**src/rtl/cf_pkg.sv**
```systemverilog
package cf_pkg;
  typedef enum logic {
    OP_ADD = 1'b0,
    OP_NOR = 1'b1
  } alu_op_e;

  typedef struct packed {
    logic neg;
    logic ovf;
    logic zero;
  } status_t;

  localparam int STATUS_W = 3;
endpackage

```
**src/rtl/cf_arith.sv**
```systemverilog
module cf_arith #(
  parameter int WIDTH = 32
) (
  input  logic [WIDTH-1:0] a_i,
  input  logic [WIDTH-1:0] b_i,
  input  cf_pkg::alu_op_e  op_i,
  output logic [WIDTH-1:0] res_o
);
  always_comb begin
    unique case (op_i)
      cf_pkg::OP_ADD: res_o = a_i + b_i;
      cf_pkg::OP_NOR: res_o = ~(a_i | b_i);
      default:        res_o = '0;
    endcase
  end
endmodule

```
**src/rtl/cf_flag_gen.sv**
```systemverilog
module cf_flag_gen #(
  parameter int WIDTH = 32
) (
  input  logic [WIDTH-1:0] a_i,
  input  logic [WIDTH-1:0] b_i,
  input  logic [WIDTH-1:0] res_i,
  input  cf_pkg::alu_op_e  op_i,
  output cf_pkg::status_t  next_o
);
  localparam int MSB = WIDTH - 1;

  logic same_sign;
  logic sign_flip;

  assign same_sign = (a_i[MSB] == b_i[MSB]);
  assign sign_flip = (res_i[MSB] != a_i[MSB]);

  always_comb begin
    next_o.neg  = res_i[MSB];
    next_o.zero = (res_i == '0);
    next_o.ovf  = (op_i == cf_pkg::OP_ADD) && same_sign && sign_flip;
  end
endmodule

```
**src/rtl/cf_status_reg.sv**
```systemverilog
module cf_status_reg (
  input  logic            clk,
  input  logic            rst,
  input  logic            wr_i,
  input  logic            clr_i,
  input  cf_pkg::status_t next_i,
  output cf_pkg::status_t q_o
);
  logic load;

  assign load = wr_i && !clr_i;

  always_ff @(posedge clk) begin
    if (rst || !load) begin
      q_o <= '0;
    end else begin
      q_o <= next_i;
    end
  end
endmodule

```
**src/rtl/cf_alu_flags.sv**
```systemverilog
module cf_alu_flags #(
  parameter int WIDTH = 32
) (
  input  logic             clk,
  input  logic             rst,
  input  logic [WIDTH-1:0] op_a,
  input  logic [WIDTH-1:0] op_b,
  input  logic             op_sel,
  input  logic             flag_wr,
  input  logic             flag_clr,
  output logic [WIDTH-1:0] result,
  output logic [2:0]       flags
);
  cf_pkg::alu_op_e op;
  cf_pkg::status_t status_next;
  cf_pkg::status_t status_q;

  assign op = cf_pkg::alu_op_e'(op_sel);

  cf_arith #(.WIDTH(WIDTH)) arith_i (
    .a_i   (op_a),
    .b_i   (op_b),
    .op_i  (op),
    .res_o (result)
  );

  cf_flag_gen #(.WIDTH(WIDTH)) flag_gen_i (
    .a_i    (op_a),
    .b_i    (op_b),
    .res_i  (result),
    .op_i   (op),
    .next_o (status_next)
  );

  cf_status_reg status_i (
    .clk    (clk),
    .rst    (rst),
    .wr_i   (flag_wr),
    .clr_i  (flag_clr),
    .next_i (status_next),
    .q_o    (status_q)
  );

  assign flags = status_q;
endmodule

```
**config.mk**
```make
export PLATFORM = sky130hd
export DESIGN_NAME = cf_alu_flags
export DESIGN_NICKNAME = d
export VERILOG_FILES = /design/src/rtl/cf_pkg.sv /design/src/rtl/cf_arith.sv /design/src/rtl/cf_flag_gen.sv /design/src/rtl/cf_status_reg.sv /design/src/rtl/cf_alu_flags.sv
export SDC_FILE = /design/constraint.sdc
export NUM_CORES = 1
export LEC_CHECK = 0
export ABC_AREA = 1
export BUFFER_PORTS_ARGS = -buffer_cell sky130_fd_sc_hd__buf_4
export CELL_PAD_IN_SITES_DETAIL_PLACEMENT = 0
export CELL_PAD_IN_SITES_GLOBAL_PLACEMENT = 1
export CORE_MARGIN = 1
export CORE_UTILIZATION = 38
export DETAILED_ROUTE_END_ITERATION = 16
export GPL_ROUTABILITY_DRIVEN = 1
export PLACE_DENSITY = 0.94
export SETUP_SLACK_MARGIN = 0.15
export SYNTH_ARGS = -nofsm -noshare
export SYNTH_HDL_FRONTEND = slang
export SYNTH_SLANG_ARGS = --single-unit
```
**constraint.sdc**
```tcl
create_clock -name clk -period 5.5 [get_ports clk]
set_input_delay 0.55 -clock clk [delete_from_list [all_inputs] [get_ports clk]]
set_output_delay 0.55 -clock clk [all_outputs]
set_load 0.01 [all_outputs]
```
==> results.json, run 1 <==
{
  "status": "complete, no violations",
  "period_needed_ps": 3070,
  "antenna_found_initial": 0,
  "cts.hold.buffers_added": 0,
  "regArea_um2": 60.1,
  "crit_chain": "buf_4 > inv_1 > ha_1 > nand2_1 > inv_1 > a21oi_1 > nand2_1 > a21oi_1 > nand3_1 > nand3_1 > nand2_1 > buf_4",
  "crit_type": "primary input to output pin",
  "min_path_type": "primary input to flip-flop",
  "max_freq_mhz": 326,
  "ir_worst_vdd_mv": 0.0695,
  "power_density_nw_per_um2": 116,
  "synthCells": 740,
  "ctsResizeCount": 0,
  "cp.required_ps": 4950,
  "diodes": 0,
  "overflow": 0,
  "numCtsBuffers": 3,
  "largestRegisters": "status_i.q_o: 3 flops",
  "critPathLaunchType": "primary input",
  "totalWireLength_um": 12100,
  "ant_nets": 0,
  "grt_pass1_wl_um": 19400,
  "yosys_warnings": 0,
  "synth-seq-cells": 3,
  "fill_cells": 1096,
  "via_count": 4530,
  "fin_tns_setup_ps": 0,
  "p_leak_uw": 0.00312,
  "cp_slowest_cell": "ha_1",
  "critPathArrivalTime_ps": 2520,
  "drive_gt1_frac": 0.162,
  "die_y_um": 101,
  "finalHoldViolations": 0,
  "cpPeakStageDelay_ps": 380,
  "crit_path_end_kind": "output pin",
  "slew_headroom": 0.561,
  "largest_reg_flops": 3,
  "drc": 0,
  "syn-cell-area_um2": 3720,
  "critPathMaxFanout": 5,
  "ctsLongestPathBuffers": 2,
  "core-area_um2": 9370,
  "syn-mean-instance-area_um2": 5.02,
  "holdWs_ps": 598,
  "fin_crit_sh": 0.557,
  "rows": 35,
  "cts.clk_slew.worst_paths_ps": 30,
  "slew_violations": 0,
  "wire_per_inst_um": 12.5,
  "place_inst": 966,
  "nets": 975,
  "h-tree-depth": 1,
  "place.gp.congestion": 0.910,
  "die_w_um": 101,
  "cts_sinks": 3,
  "maxCapViolCount": 0,
  "synth_fp_nets": 873,
  "syn_to_final_growth_pct": 25.7,
  "place_area_um2": 4630,
  "worst_slew_pin_slew_ps": 657,
  "final_cell_area_um2": 4670,
  "dp.final_hpwl_um": 10600,
  "drtIter0Drc": 196,
  "setup_violations": 0,
  "firstDrtPassIters": 4,
  "portBuffers": 103,
  "multi_input_area_um2": 2940,
  "regMostFlops": "status_i.q_o",
  "synth_seq_area_share": 0.0162,
  "root_buffer": "clkbuf_8",
  "grt_max_degree": 35,
  "cts_tree": "yes",
  "first_global_vias": 4194,
  "path_delay_family": "simple AND/OR/NAND/NOR gates",
  "ys_types": 35,
  "dieArea_um2": 10200,
  "final_cells": 970,
  "io_pins": 104,
  "crit_buf_inv": 4,
  "cts_setup_buffers": 0,
  "avgViaCountPerCell": 4.67,
  "grt_usage": 0.242,
  "path_common_cell": "nand2_1",
  "initial_utilization": 0.397,
  "grt_setup_unrepaired": "false"
}
synthesized netlist by cell type:
cell,number,area (µm²)
nor4_4,1,21.3
buf_4,1,7.51
inv_1,181,679
o21a_1,1,7.51
nand2_2,13,81.3
buf_2,2,10.0
clkbuf_1,3,11.3
buf_1,1,3.75
nor4_1,2,12.5
dfxtp_1,3,60.1
a211oi_1,1,7.51
nand4_1,9,56.3
and2_1,2,12.5
nand2_1,281,1050
xor2_1,1,8.76
nor3b_1,1,7.51
nand3_1,58,290
and3_1,1,6.26
a21o_1,2,15.0
a21boi_0,1,7.51
nor3_1,3,15.0
fa_1,1,20.0
a21oi_2,2,17.5
nand3b_1,10,75.1
ha_1,63,788
or2_2,1,6.26
inv_2,1,3.75
o21ai_1,3,15.0
o21ai_0,3,15.0
o21bai_1,2,15.0
nand3_2,3,30.0
nor2_1,57,214
or2_1,1,6.26
a21oi_1,17,85.1
nor2_2,8,50.1
per-layer routing:
layer / up-vias / track usage / share of wire
met4: 0 / 0.0346 / 0.0060
met5: - / 0 / 0
met3: 7 / 0.00971 / 0.040
met1: 1991 / 0.342 / 0.51
li1: 2414 / - / -
met2: 118 / 0.415 / 0.44
cell families after synthesis:
logic type	synth area share
adder cells (fa/ha/maj)	0.217
flip-flops	0.0162
XOR/XNOR	0.00236
buffers and inverters	0.193
AO/OA/AOI/OAI	0.0498
AND/OR/NAND/NOR	0.522
layout by cell type (no fill, tap or decap), drive strengths merged, types with 4 or more instances in the layout:
cell,synthesis,final
nand2,294,294
clkbuf,3,4
buf,4,104
inv,182,182
nand3,61,61
nor2,65,65
o21ai,6,6
ha,63,63
nand4,9,9
nand3b,10,10
a21oi,19,19
through the flow:
step                      power (µW)  worst slack [ps]   util
after floorplan                  303              2970      -
after global placement           466              2470  0.494
after detailed placement         471              2470  0.494
after CTS                        540              2490  0.499
after global routing             599              2290  0.499
final                            540              2430  0.499
cell type report:
type | instances | share of cell area
inverter | 182 | 0.146
sequential | 3 | 0.0129
timing repair buffer | 104 | 0.167
tap | 129 | 0.0345
multi-input combinational | 548 | 0.630
clock buffer | 4 | 0.00964
worst paths after layout:
kind | cells after the start | endpoint | slack, ps | from
min | 3 | status_i.q_o[1] | 600 | op_a[31]
max | 12 | result[29] | 2430 | op_a[20]
report_power, final:
part,internal (µW),switching (µW)
Combinational,178,273
Clock,49.6,16.8
Sequential,22.3,0.0710
tightest hold or removal path: stages:
cell    delay, ps
buf_4          90
xor2_1         60
nor2_1         80
Power figures use the tool's default switching activity.
==> run 2, diff against run 1 <==
Settings changed: CORE_UTILIZATION 38 to 32, PLACE_DENSITY 0.94 to 0.84.
Clock period 5.5 ns to 2.7 ns, I/O delays scaled along.
==> run 2 against run 1 <==
Effect of this change: clock power grew to 3.5 times the previous value; power up 120%; critical endpoint unchanged; hold slack worse by 290 ps; sequential share of layout area is essentially flat; critical path depth unchanged; global-route usage is 4.7 points lower.
==> results.json, run 2 (synthesis results as in run 1) <==
{
  "status": "complete, no violations",
  "diodes": 0,
  "core-area_um2": 11100,
  "cts.hold.buffers_added": 0,
  "rows": 38,
  "firstDrtPassIters": 4,
  "p_comb_frac": 0.769,
  "p_sw_uw": 591,
  "place_area_um2": 4670,
  "critPathLaunchType": "primary input",
  "cp.required_ps": 2430,
  "period_needed_ps": 2360,
  "p_leak_uw": 0.00314,
  "grt_pass1_wl_um": 18700,
  "final_cell_mix": "279 x nand2_1, 181 x inv_1, 108 x buf_4",
  "fin_crit_sh": 0.875,
  "cts.clk_slew.worst_paths_ps": 30,
  "critPathMaxFanout": 5,
  "finalHoldViolations": 0,
  "drive_gt1_frac": 0.179,
  "io_pins": 104,
  "largest_reg_flops": 3,
  "grt_max_degree": 35,
  "dieArea_um2": 12100,
  "totalWireLength_um": 11500,
  "die_w_um": 110,
  "first_global_vias": 4101,
  "slew_headroom": 0.664,
  "die_y_um": 110,
  "root_buffer": "clkbuf_16",
  "min_path_type": "primary input to flip-flop",
  "power_density_nw_per_um2": 252,
  "portBuffers": 103,
  "worst_slew_pin_slew_ps": 504,
  "place.gp.congestion": 0.911,
  "final_cell_area_um2": 4780,
  "overflow": 0,
  "cts_setup_buffers": 0,
  "max_freq_mhz": 424,
  "cts_tree": "yes",
  "fin_tns_setup_ps": 0,
  "setup_violations": 0,
  "regMostFlops": "status_i.q_o",
  "wire_per_inst_um": 11.7,
  "holdPathStages": 3,
  "ctsLongestPathBuffers": 2,
  "place_ws_ps": 129,
  "nets": 979,
  "avgViaCountPerCell": 4.51,
  "mostFrequentLayoutCell": "nand2_1",
  "via_count": 4447,
  "drtIter0Drc": 232,
  "largestRegisters": "status_i.q_o: 3 flops",
  "antenna_found_initial": 0,
  "cts_sinks": 3,
  "h-tree-depth": 1,
  "internal_power_uw": 612,
  "fin_util": 0.431,
  "worstHoldEndpoint": "status_i.q_o[1]",
  "ant_nets": 0,
  "ctsResizeCount": 0,
  "swShare": 0.491,
  "min_from": "op_a[31]",
  "finalWorstSetupSlack_ps": 339,
  "drc": 0,
  "initial_utilization": 0.336,
  "maxCapViolCount": 0,
  "numCtsBuffers": 3,
  "clock_power_share": 0.193,
  "crit_type": "primary input to output pin",
  "grt_setup_unrepaired": "true",
  "crit_path_end_kind": "output pin",
  "slew_violations": 0,
  "syn_to_final_growth_pct": 28.6,
  "dp.final_hpwl_um": 10300,
  "ir_worst_vdd_mv": 0.727,
  "critPathArrivalTime_ps": 2090,
  "grt_usage": 0.195,
  "p_seq_frac": 0.038
}
## run 2: cell count changes in the layout (fill, tap and decap cells not counted), moves of 2 or more
cell       before  now
clkbuf_16       0    3
a21oi_2         2    4
ha_1           63   58
nand2_1       281  279
buf_4         104  108
a21oi_1        17   15
clkbuf_8        3    0
ha_2            0    5
nand2_2        13   15
## run 2: through the flow
| stage | power [µW] | hold WS, ps | std cells |
|---|---|---|---|
| 2_1_floorplan | 618 | 415 | 740 |
| 3_3_place_gp | 966 | 531 | 981 |
| 3_5_place_dp | 964 | 531 | 981 |
| 6_report | 1200 | 304 | 985 |
| 5_1_grt | 1340 | 323 | 985 |
| 4_1_cts | 1200 | 306 | 985 |
## run 2: final cells by class
cell class	count	area, µm²
Fill cell	1297	6300
Multi-Input combinational cell	548	2970
Timing Repair Buffer	108	811
Inverter	182	683
Tap cell	140	175
Clock buffer	4	78.8
Sequential cell	3	60.1
## run 2: worst max-delay path, stage by stage
cell and delay (ps):
buf_4 90, inv_1 30, ha_1 370, nand2_1 180, inv_1 60, a21oi_1 280, nand2_1 150, a21oi_1 250
nand3_1 110, nand3_1 110, nand2_1 60, buf_4 140
## run 2: power by group through the flow
| stage | clock network (µW) | registers [µW] | logic [µW] |
|---|---|---|---|
| 2_1_floorplan | 0 | 46.5 | 572 |
| 3_3_place_gp | 0 | 46.1 | 920 |
| 3_5_place_dp | 0 | 46.1 | 918 |
| 4_1_cts | 236 | 45.5 | 923 |
| 5_1_grt | 241 | 45.6 | 1050 |
| 6_report | 232 | 45.5 | 926 |
## run 2: metal layers
layer | share of wire | GRT usage
met5 | 0 | 0
met2 | 0.42 | 0.318
met4 | 0.0037 | 0.0143
met1 | 0.50 | 0.281
met3 | 0.071 | 0.0243
## run 2: worst max-delay path by stage
stage                     slack, ps         endpoint     start
after floorplan                 690  status_i.q_o[0]   op_a[0]
after global placement           80  status_i.q_o[0]   op_a[0]
after detailed placement        130  status_i.q_o[0]   op_a[0]
after CTS                       260       result[30]   op_a[0]
after global routing            130       result[27]   op_a[9]
final                           340       result[29]  op_a[20]
